==> src/rtl/opres_pkg.sv <==
package opres_pkg;
  typedef enum logic [1:0] {
    SYM_DST  = 2'd0,
    SYM_SRC  = 2'd1,
    SYM_EDGE = 2'd2,
    SYM_NONE = 2'd3
  } sym_cls_e;

  typedef enum logic [1:0] {
    LEN_LIT   = 2'd0,
    LEN_EDGES = 2'd1,
    LEN_SRCS  = 2'd2,
    LEN_IVL   = 2'd3
  } len_sel_e;
endpackage

==> src/rtl/shard_meta_regs.sv <==
module shard_meta_regs #(
  parameter int THREADS = 4,
  parameter int CNT_W   = 8,
  localparam int TID_W  = (THREADS > 1) ? $clog2(THREADS) : 1
) (
  input  logic             clk,
  input  logic             rst,
  input  logic             we,
  input  logic [TID_W-1:0] wtid,
  input  logic [CNT_W-1:0] wedges,
  input  logic [CNT_W-1:0] wsrcs,
  input  logic [TID_W-1:0] rtid,
  output logic [CNT_W-1:0] redges,
  output logic [CNT_W-1:0] rsrcs
);
  logic [CNT_W-1:0] edges_q [THREADS];
  logic [CNT_W-1:0] srcs_q  [THREADS];

  for (genvar t = 0; t < THREADS; t++) begin : g_thr
    always_ff @(posedge clk) begin
      if (rst) begin
        edges_q[t] <= '0;
        srcs_q[t]  <= '0;
      end else if (we && (32'(wtid) == t)) begin
        edges_q[t] <= wedges;
        srcs_q[t]  <= wsrcs;
      end
    end
  end

  always_comb begin
    redges = '0;
    rsrcs  = '0;
    for (int t = 0; t < THREADS; t++) begin
      if (32'(rtid) == t) begin
        redges = edges_q[t];
        rsrcs  = srcs_q[t];
      end
    end
  end
endmodule

==> src/rtl/size_macro_expand.sv <==
module size_macro_expand
  import opres_pkg::*;
#(
  parameter int CNT_W = 8
) (
  input  logic [1:0]       sel,
  input  logic [CNT_W-1:0] lit,
  input  logic [CNT_W-1:0] edges,
  input  logic [CNT_W-1:0] srcs,
  input  logic [CNT_W-1:0] ivl,
  output logic [CNT_W-1:0] len
);
  always_comb begin
    unique case (len_sel_e'(sel))
      LEN_EDGES: len = edges;
      LEN_SRCS:  len = srcs;
      LEN_IVL:   len = ivl;
      default:   len = lit;
    endcase
  end
endmodule

==> src/rtl/symbol_addr_calc.sv <==
module symbol_addr_calc
  import opres_pkg::*;
#(
  parameter int THREADS   = 4,
  parameter int DST_DEPTH = 1024,
  parameter int SE_DEPTH  = 2048,
  parameter int CNT_W     = 8,
  parameter int SLOT_W    = 2,
  parameter int DIM_W     = 4,
  localparam int TID_W    = (THREADS > 1) ? $clog2(THREADS) : 1,
  localparam int REGION   = SE_DEPTH / THREADS,
  localparam int ADDR_W   = $clog2((DST_DEPTH > SE_DEPTH) ? DST_DEPTH : SE_DEPTH)
) (
  input  logic [1:0]        cls,
  input  logic [SLOT_W-1:0] slot,
  input  logic [DIM_W-1:0]  dim,
  input  logic [TID_W-1:0]  tid,
  input  logic [CNT_W-1:0]  edges,
  input  logic [CNT_W-1:0]  srcs,
  input  logic [CNT_W-1:0]  ivl,
  output logic              sel_se,
  output logic [ADDR_W-1:0] addr,
  output logic              fault
);
  logic [31:0] cnt, limit, base, stride, offset, slot_end;

  always_comb begin
    cnt    = 32'(ivl);
    limit  = 32'(DST_DEPTH);
    base   = '0;
    sel_se = 1'b0;
    unique case (sym_cls_e'(cls))
      SYM_SRC: begin
        cnt = 32'(srcs); limit = 32'(REGION);
        base = 32'(tid) * 32'(REGION); sel_se = 1'b1;
      end
      SYM_EDGE: begin
        cnt = 32'(edges); limit = 32'(REGION);
        base = 32'(tid) * 32'(REGION); sel_se = 1'b1;
      end
      default: ;
    endcase
    stride   = cnt * 32'(dim);
    offset   = 32'(slot) * stride;
    slot_end = offset + stride;
    fault    = (sym_cls_e'(cls) == SYM_NONE) || (slot_end > limit);
    addr     = fault ? '0 : ADDR_W'(base + offset);
  end
endmodule

==> src/rtl/operand_resolver.sv <==
module operand_resolver #(
  parameter int THREADS   = 4,
  parameter int DST_DEPTH = 1024,
  parameter int SE_DEPTH  = 2048,
  parameter int CNT_W     = 8,
  parameter int SLOT_W    = 2,
  parameter int DIM_W     = 4,
  parameter int TAG_W     = 4,
  localparam int TID_W    = (THREADS > 1) ? $clog2(THREADS) : 1,
  localparam int ADDR_W   = $clog2((DST_DEPTH > SE_DEPTH) ? DST_DEPTH : SE_DEPTH)
) (
  input  logic              clk,
  input  logic              rst,
  input  logic              meta_we,
  input  logic [TID_W-1:0]  meta_tid,
  input  logic [CNT_W-1:0]  meta_edges,
  input  logic [CNT_W-1:0]  meta_srcs,
  input  logic [CNT_W-1:0]  ivl_size,
  input  logic              in_valid,
  input  logic [TAG_W-1:0]  in_tag,
  input  logic [TID_W-1:0]  in_tid,
  input  logic [1:0]        in_cls,
  input  logic [SLOT_W-1:0] in_slot,
  input  logic [DIM_W-1:0]  in_dim,
  input  logic [1:0]        in_len_sel,
  input  logic [CNT_W-1:0]  in_len_lit,
  output logic              out_valid,
  output logic [TAG_W-1:0]  out_tag,
  output logic              out_buf,
  output logic [ADDR_W-1:0] out_addr,
  output logic [CNT_W-1:0]  out_len,
  output logic              out_fault
);
  logic [CNT_W-1:0]  cur_edges, cur_srcs, len_c;
  logic              se_c, fault_c;
  logic [ADDR_W-1:0] addr_c;

  shard_meta_regs #(.THREADS(THREADS), .CNT_W(CNT_W)) u_meta (
    .clk(clk), .rst(rst), .we(meta_we), .wtid(meta_tid),
    .wedges(meta_edges), .wsrcs(meta_srcs), .rtid(in_tid),
    .redges(cur_edges), .rsrcs(cur_srcs)
  );

  size_macro_expand #(.CNT_W(CNT_W)) u_len (
    .sel(in_len_sel), .lit(in_len_lit), .edges(cur_edges),
    .srcs(cur_srcs), .ivl(ivl_size), .len(len_c)
  );

  symbol_addr_calc #(
    .THREADS(THREADS), .DST_DEPTH(DST_DEPTH), .SE_DEPTH(SE_DEPTH),
    .CNT_W(CNT_W), .SLOT_W(SLOT_W), .DIM_W(DIM_W)
  ) u_addr (
    .cls(in_cls), .slot(in_slot), .dim(in_dim), .tid(in_tid),
    .edges(cur_edges), .srcs(cur_srcs), .ivl(ivl_size),
    .sel_se(se_c), .addr(addr_c), .fault(fault_c)
  );

  always_ff @(posedge clk) begin
    if (rst) begin
      out_valid <= 1'b0;
      out_tag   <= '0;
      out_buf   <= 1'b0;
      out_addr  <= '0;
      out_len   <= '0;
      out_fault <= 1'b0;
    end else begin
      out_valid <= in_valid;
      if (in_valid) begin
        out_tag   <= in_tag;
        out_buf   <= se_c;
        out_addr  <= addr_c;
        out_len   <= len_c;
        out_fault <= fault_c;
      end
    end
  end
endmodule

==> config.mk <==
export PLATFORM = sky130hd
export DESIGN_NAME = operand_resolver
export DESIGN_NICKNAME = d
export VERILOG_FILES = /design/src/rtl/opres_pkg.sv /design/src/rtl/shard_meta_regs.sv /design/src/rtl/size_macro_expand.sv /design/src/rtl/symbol_addr_calc.sv /design/src/rtl/operand_resolver.sv
export SDC_FILE = /design/constraint.sdc
export NUM_CORES = 1
export LEC_CHECK = 0
export BUFFER_PORTS_ARGS = -buffer_cell sky130_fd_sc_hd__buf_2
export CORE_MARGIN = 1
export CORE_UTILIZATION = 45
export DETAILED_ROUTE_END_ITERATION = 10
export SLEW_MARGIN = 25
export SYNTH_ARGS = -nofsm -noshare
export SYNTH_HDL_FRONTEND = slang
export SYNTH_HIERARCHICAL = 1
export SYNTH_SLANG_ARGS = --single-unit
==> constraint.sdc <==
create_clock -name clk -period 18.1 [get_ports clk]
set_input_delay 0 -clock clk [delete_from_list [all_inputs] [get_ports clk]]
set_output_delay 0 -clock clk [all_outputs]
set_load 0.005 [all_outputs]
==> out/results.txt <==
NetSw -> 0.517 mW
Top cells by area, synth -> edfxtp_1 (28%), ha_1 (8.5%), dfxtp_1 (7.7%), mux4_2 (6.0%), nor2_1 (5.7%)
Gp weighted congestion -> 0.902
DR DRC count -> 0
CP Data Required Time -> 18.37 ns
Area share of the largest cell type after synthesis -> 0.283
DR vias/cell -> 5.69
Initial Util -> 0.464
IO Port Bufs -> 79
M1 GR Usage -> 0.275
Slew Viols, Final -> 0
Share of post-route cells with drive strength above 1 -> 0.201
Syn Nets -> 762
Placed wire-length estimate -> 12,300 µm
Place WS -> 9.18 ns
CTS tree -> done
H-tree levels -> 3
Initial antenna violation count -> 0
Area Overhead vs Synth -> 11.4%
Crit-path max cell delay -> 0.63 ns
Die X-Extent -> 125 µm
Post-Place Cells -> 880
Comb pwr share -> 0.620
GRT overflow -> 0
Met2 GRT Util -> 0.380
Final TNS setup -> 0 ns
I/O Pins -> 80
Worst EP arrival -> 9.02 ns
Global-route wire length before repair -> 26,300 µm
Worst path slowest cell -> a2111o_1
Internal power -> 0.633 mW
Asr flop ratio synth -> 0
Yosys reg bits -> 90
Dpl cell area -> 7220 µm²
Final Cell Area -> 7570 µm²
RSZ-0062 raised after global routing -> no
Slew headroom -> 0.347
Reg2reg path depth -> 34
Hold Path Class -> input pin to register
Switching Fraction -> 0.449
Core ar. -> 14,600 µm²
Mapped Area -> 6800 µm²
DR iter-0 viols -> 321
Avg WL per Cell -> 18.1 µm
Setup bufs post-CTS -> 0
Max Buffers Root-to-Sink -> 2
WP depth -> 34
Power Dens Cells -> 152 nW/µm²
Syn_area_per_cell -> 10.5 µm²
Setup Viol. Count Final -> 0
Status -> finished, final reports clean
Critical Path End Type -> register
Clock latency on the worst-skew pair -> 0.34 ns
Drt pass-1 iters -> 5
Via count -> 5,121
CTS clk-pin slew, worst paths -> 0.07 ns
FILL cells -> 1,332
Resized Gates After CTS -> 0
Max_cap viols -> 0
Seq pwr share -> 0.221
Commonest cells in the netlist -> nor2_1 (104), edfxtp_1 (64), ha_1 (46)
Tcrit/Tclk final -> 0.484
Antenna Nets Post-Route -> 0
Total clock sinks -> 90
Top delay family on crit path -> compound AO/OA/AOI/OAI gates
Post-synth EDFFs -> 64
# rows -> 44
Die area -> 15,600 µm²
CP Class -> register to register
DRT Wirelength -> 16,300 µm
Register area share after synthesis -> 0.359
GR Util met3 -> 0.0253
Minimum clock period -> 8.76 ns
Finished Layout Cells -> 900
GRT Max-Usage Layer -> met2
Final hold vios -> 0
Most common cell in the netlist -> nor2_1
Nets@finish -> 825
Final Skew -> 0.00911 ns
CP Max Fanout -> 12
Largest net degree at the start of global routing -> 47
Clock Power Share -> 0.159
Clock buffer count from CTS -> 9
Die Ht -> 125 µm
Synth warnings -> 6
Post-route setup slack -> 9.34 ns
Post-Synthesis Cells -> 648
Fmax -> 114 MHz
Measured slew at the worst slew-check pin -> 0.979 ns
Ys flop type -> edfxtp_1
Vias in the first global route -> 5,055
Total power -> 1.15 mW
Global Route Usage Sum -> 0.215
Area leader, netlist -> edfxtp_1
Startpoint Class -> register
Maximum VDD drop -> 107 µV
Antenna Cells -> 0
Buf/Inv on CP -> 2
Synth unique cells -> 61
Worst hold stages -> 3
Clock root buffer -> clkbuf_16
P_leak -> 3.18 nW
## cell usage in the layout, fill, tap and decap left out, types with 9 or more instances in the layout
master / instances
dfxtp_1: 26
buf_2: 79
xnor2_1: 21
clkbuf_16: 9
fa_1: 14
nor2b_1: 29
nand2b_1: 13
edfxtp_1: 64
a21oi_1: 30
nand2_1: 18
nor2_1: 104
nand3b_1: 16
mux2i_1: 26
and2_1: 25
inv_1: 35
mux4_2: 18
o21ai_0: 18
ha_1: 46
## worst paths after layout
kind                            slack, ns                              start                                end
worst min register to register       0.48            out_tag[1]$_SDFFE_PP0P_            out_tag[1]$_SDFFE_PP0P_
worst min-delay path                 0.08                       meta_srcs[7]  u_meta/srcs_q[0][7]$_SDFFCE_PN0P_
worst max-delay path                 9.34  u_meta/srcs_q[0][3]$_SDFFCE_PN0P_          out_addr[10]$_SDFFE_PP0P_
worst max register to register       9.34  u_meta/srcs_q[0][3]$_SDFFCE_PN0P_          out_addr[10]$_SDFFE_PP0P_
## state kept, by name, summed over array words and instances, names as in the netlist
register	count
u_meta/srcs_q	32
out_len	8
out_addr	11
u_meta/edges_q	32
out_fault	1
out_tag	4
out_valid	1
out_buf	1
## worst min-delay path: cells and delay by family
kind,cells,cell delay [ns]
buffers and inverters,1,0.08
and+or+nand+nor,2,0.22
## routing by layer
metal	wire length (µm)	vias up
met2	8180	131
met3	584	24
li1	-	2458
met4	308	0
met5	0	-
met1	7250	2508
## metrics by stage
stage	util	hold slack [ns]
after floorplan	-	0.147
after global placement	0.493	0.239
after detailed placement	0.493	0.242
after CTS	0.516	0.0612
after global routing	0.517	0.0932
final	0.517	0.0780
## layout make-up
cell class                 count  area, µm²  area share
multi-input combinational    489       4010       0.530
sequential                    90       2440       0.323
timing repair buffer          85        450      0.0595
tap                          184        230      0.0304
clock buffer                   9        225      0.0298
inverter                      36        135      0.0179
clock inverter                 7       73.8     0.00975
## cells by family (layout without fill, tap and decap cells)
| family | count (synthesis) | count (layout) | synth area share |
|---|---|---|---|
| flops | 90 | 90 | 0.359 |
| fa+ha+maj | 60 | 60 | 0.126 |
| simple gates | 245 | 245 | 0.196 |
| mux | 50 | 50 | 0.121 |
| xor+xnor | 27 | 27 | 0.0348 |
| compound gates | 107 | 107 | 0.108 |
| buf+inv | 69 | 137 | 0.0552 |
## timing repair
item,4_1_cts,5_1_grt
hold buffers,4,0
setup endpoints to repair,0,0
hold endpoints to repair,4,0
## power by group through the flow
stage	clock, mW	sequential [mW]	combinational (mW)
6_report	0.183	0.254	0.713
5_1_grt	0.195	0.256	0.787
4_1_cts	0.187	0.254	0.706
3_5_place_dp	0	0.258	0.703
3_3_place_gp	0	0.258	0.693
2_1_floorplan	0	0.258	0.557
No activity file was read; power rests on OpenSTA's default activity.
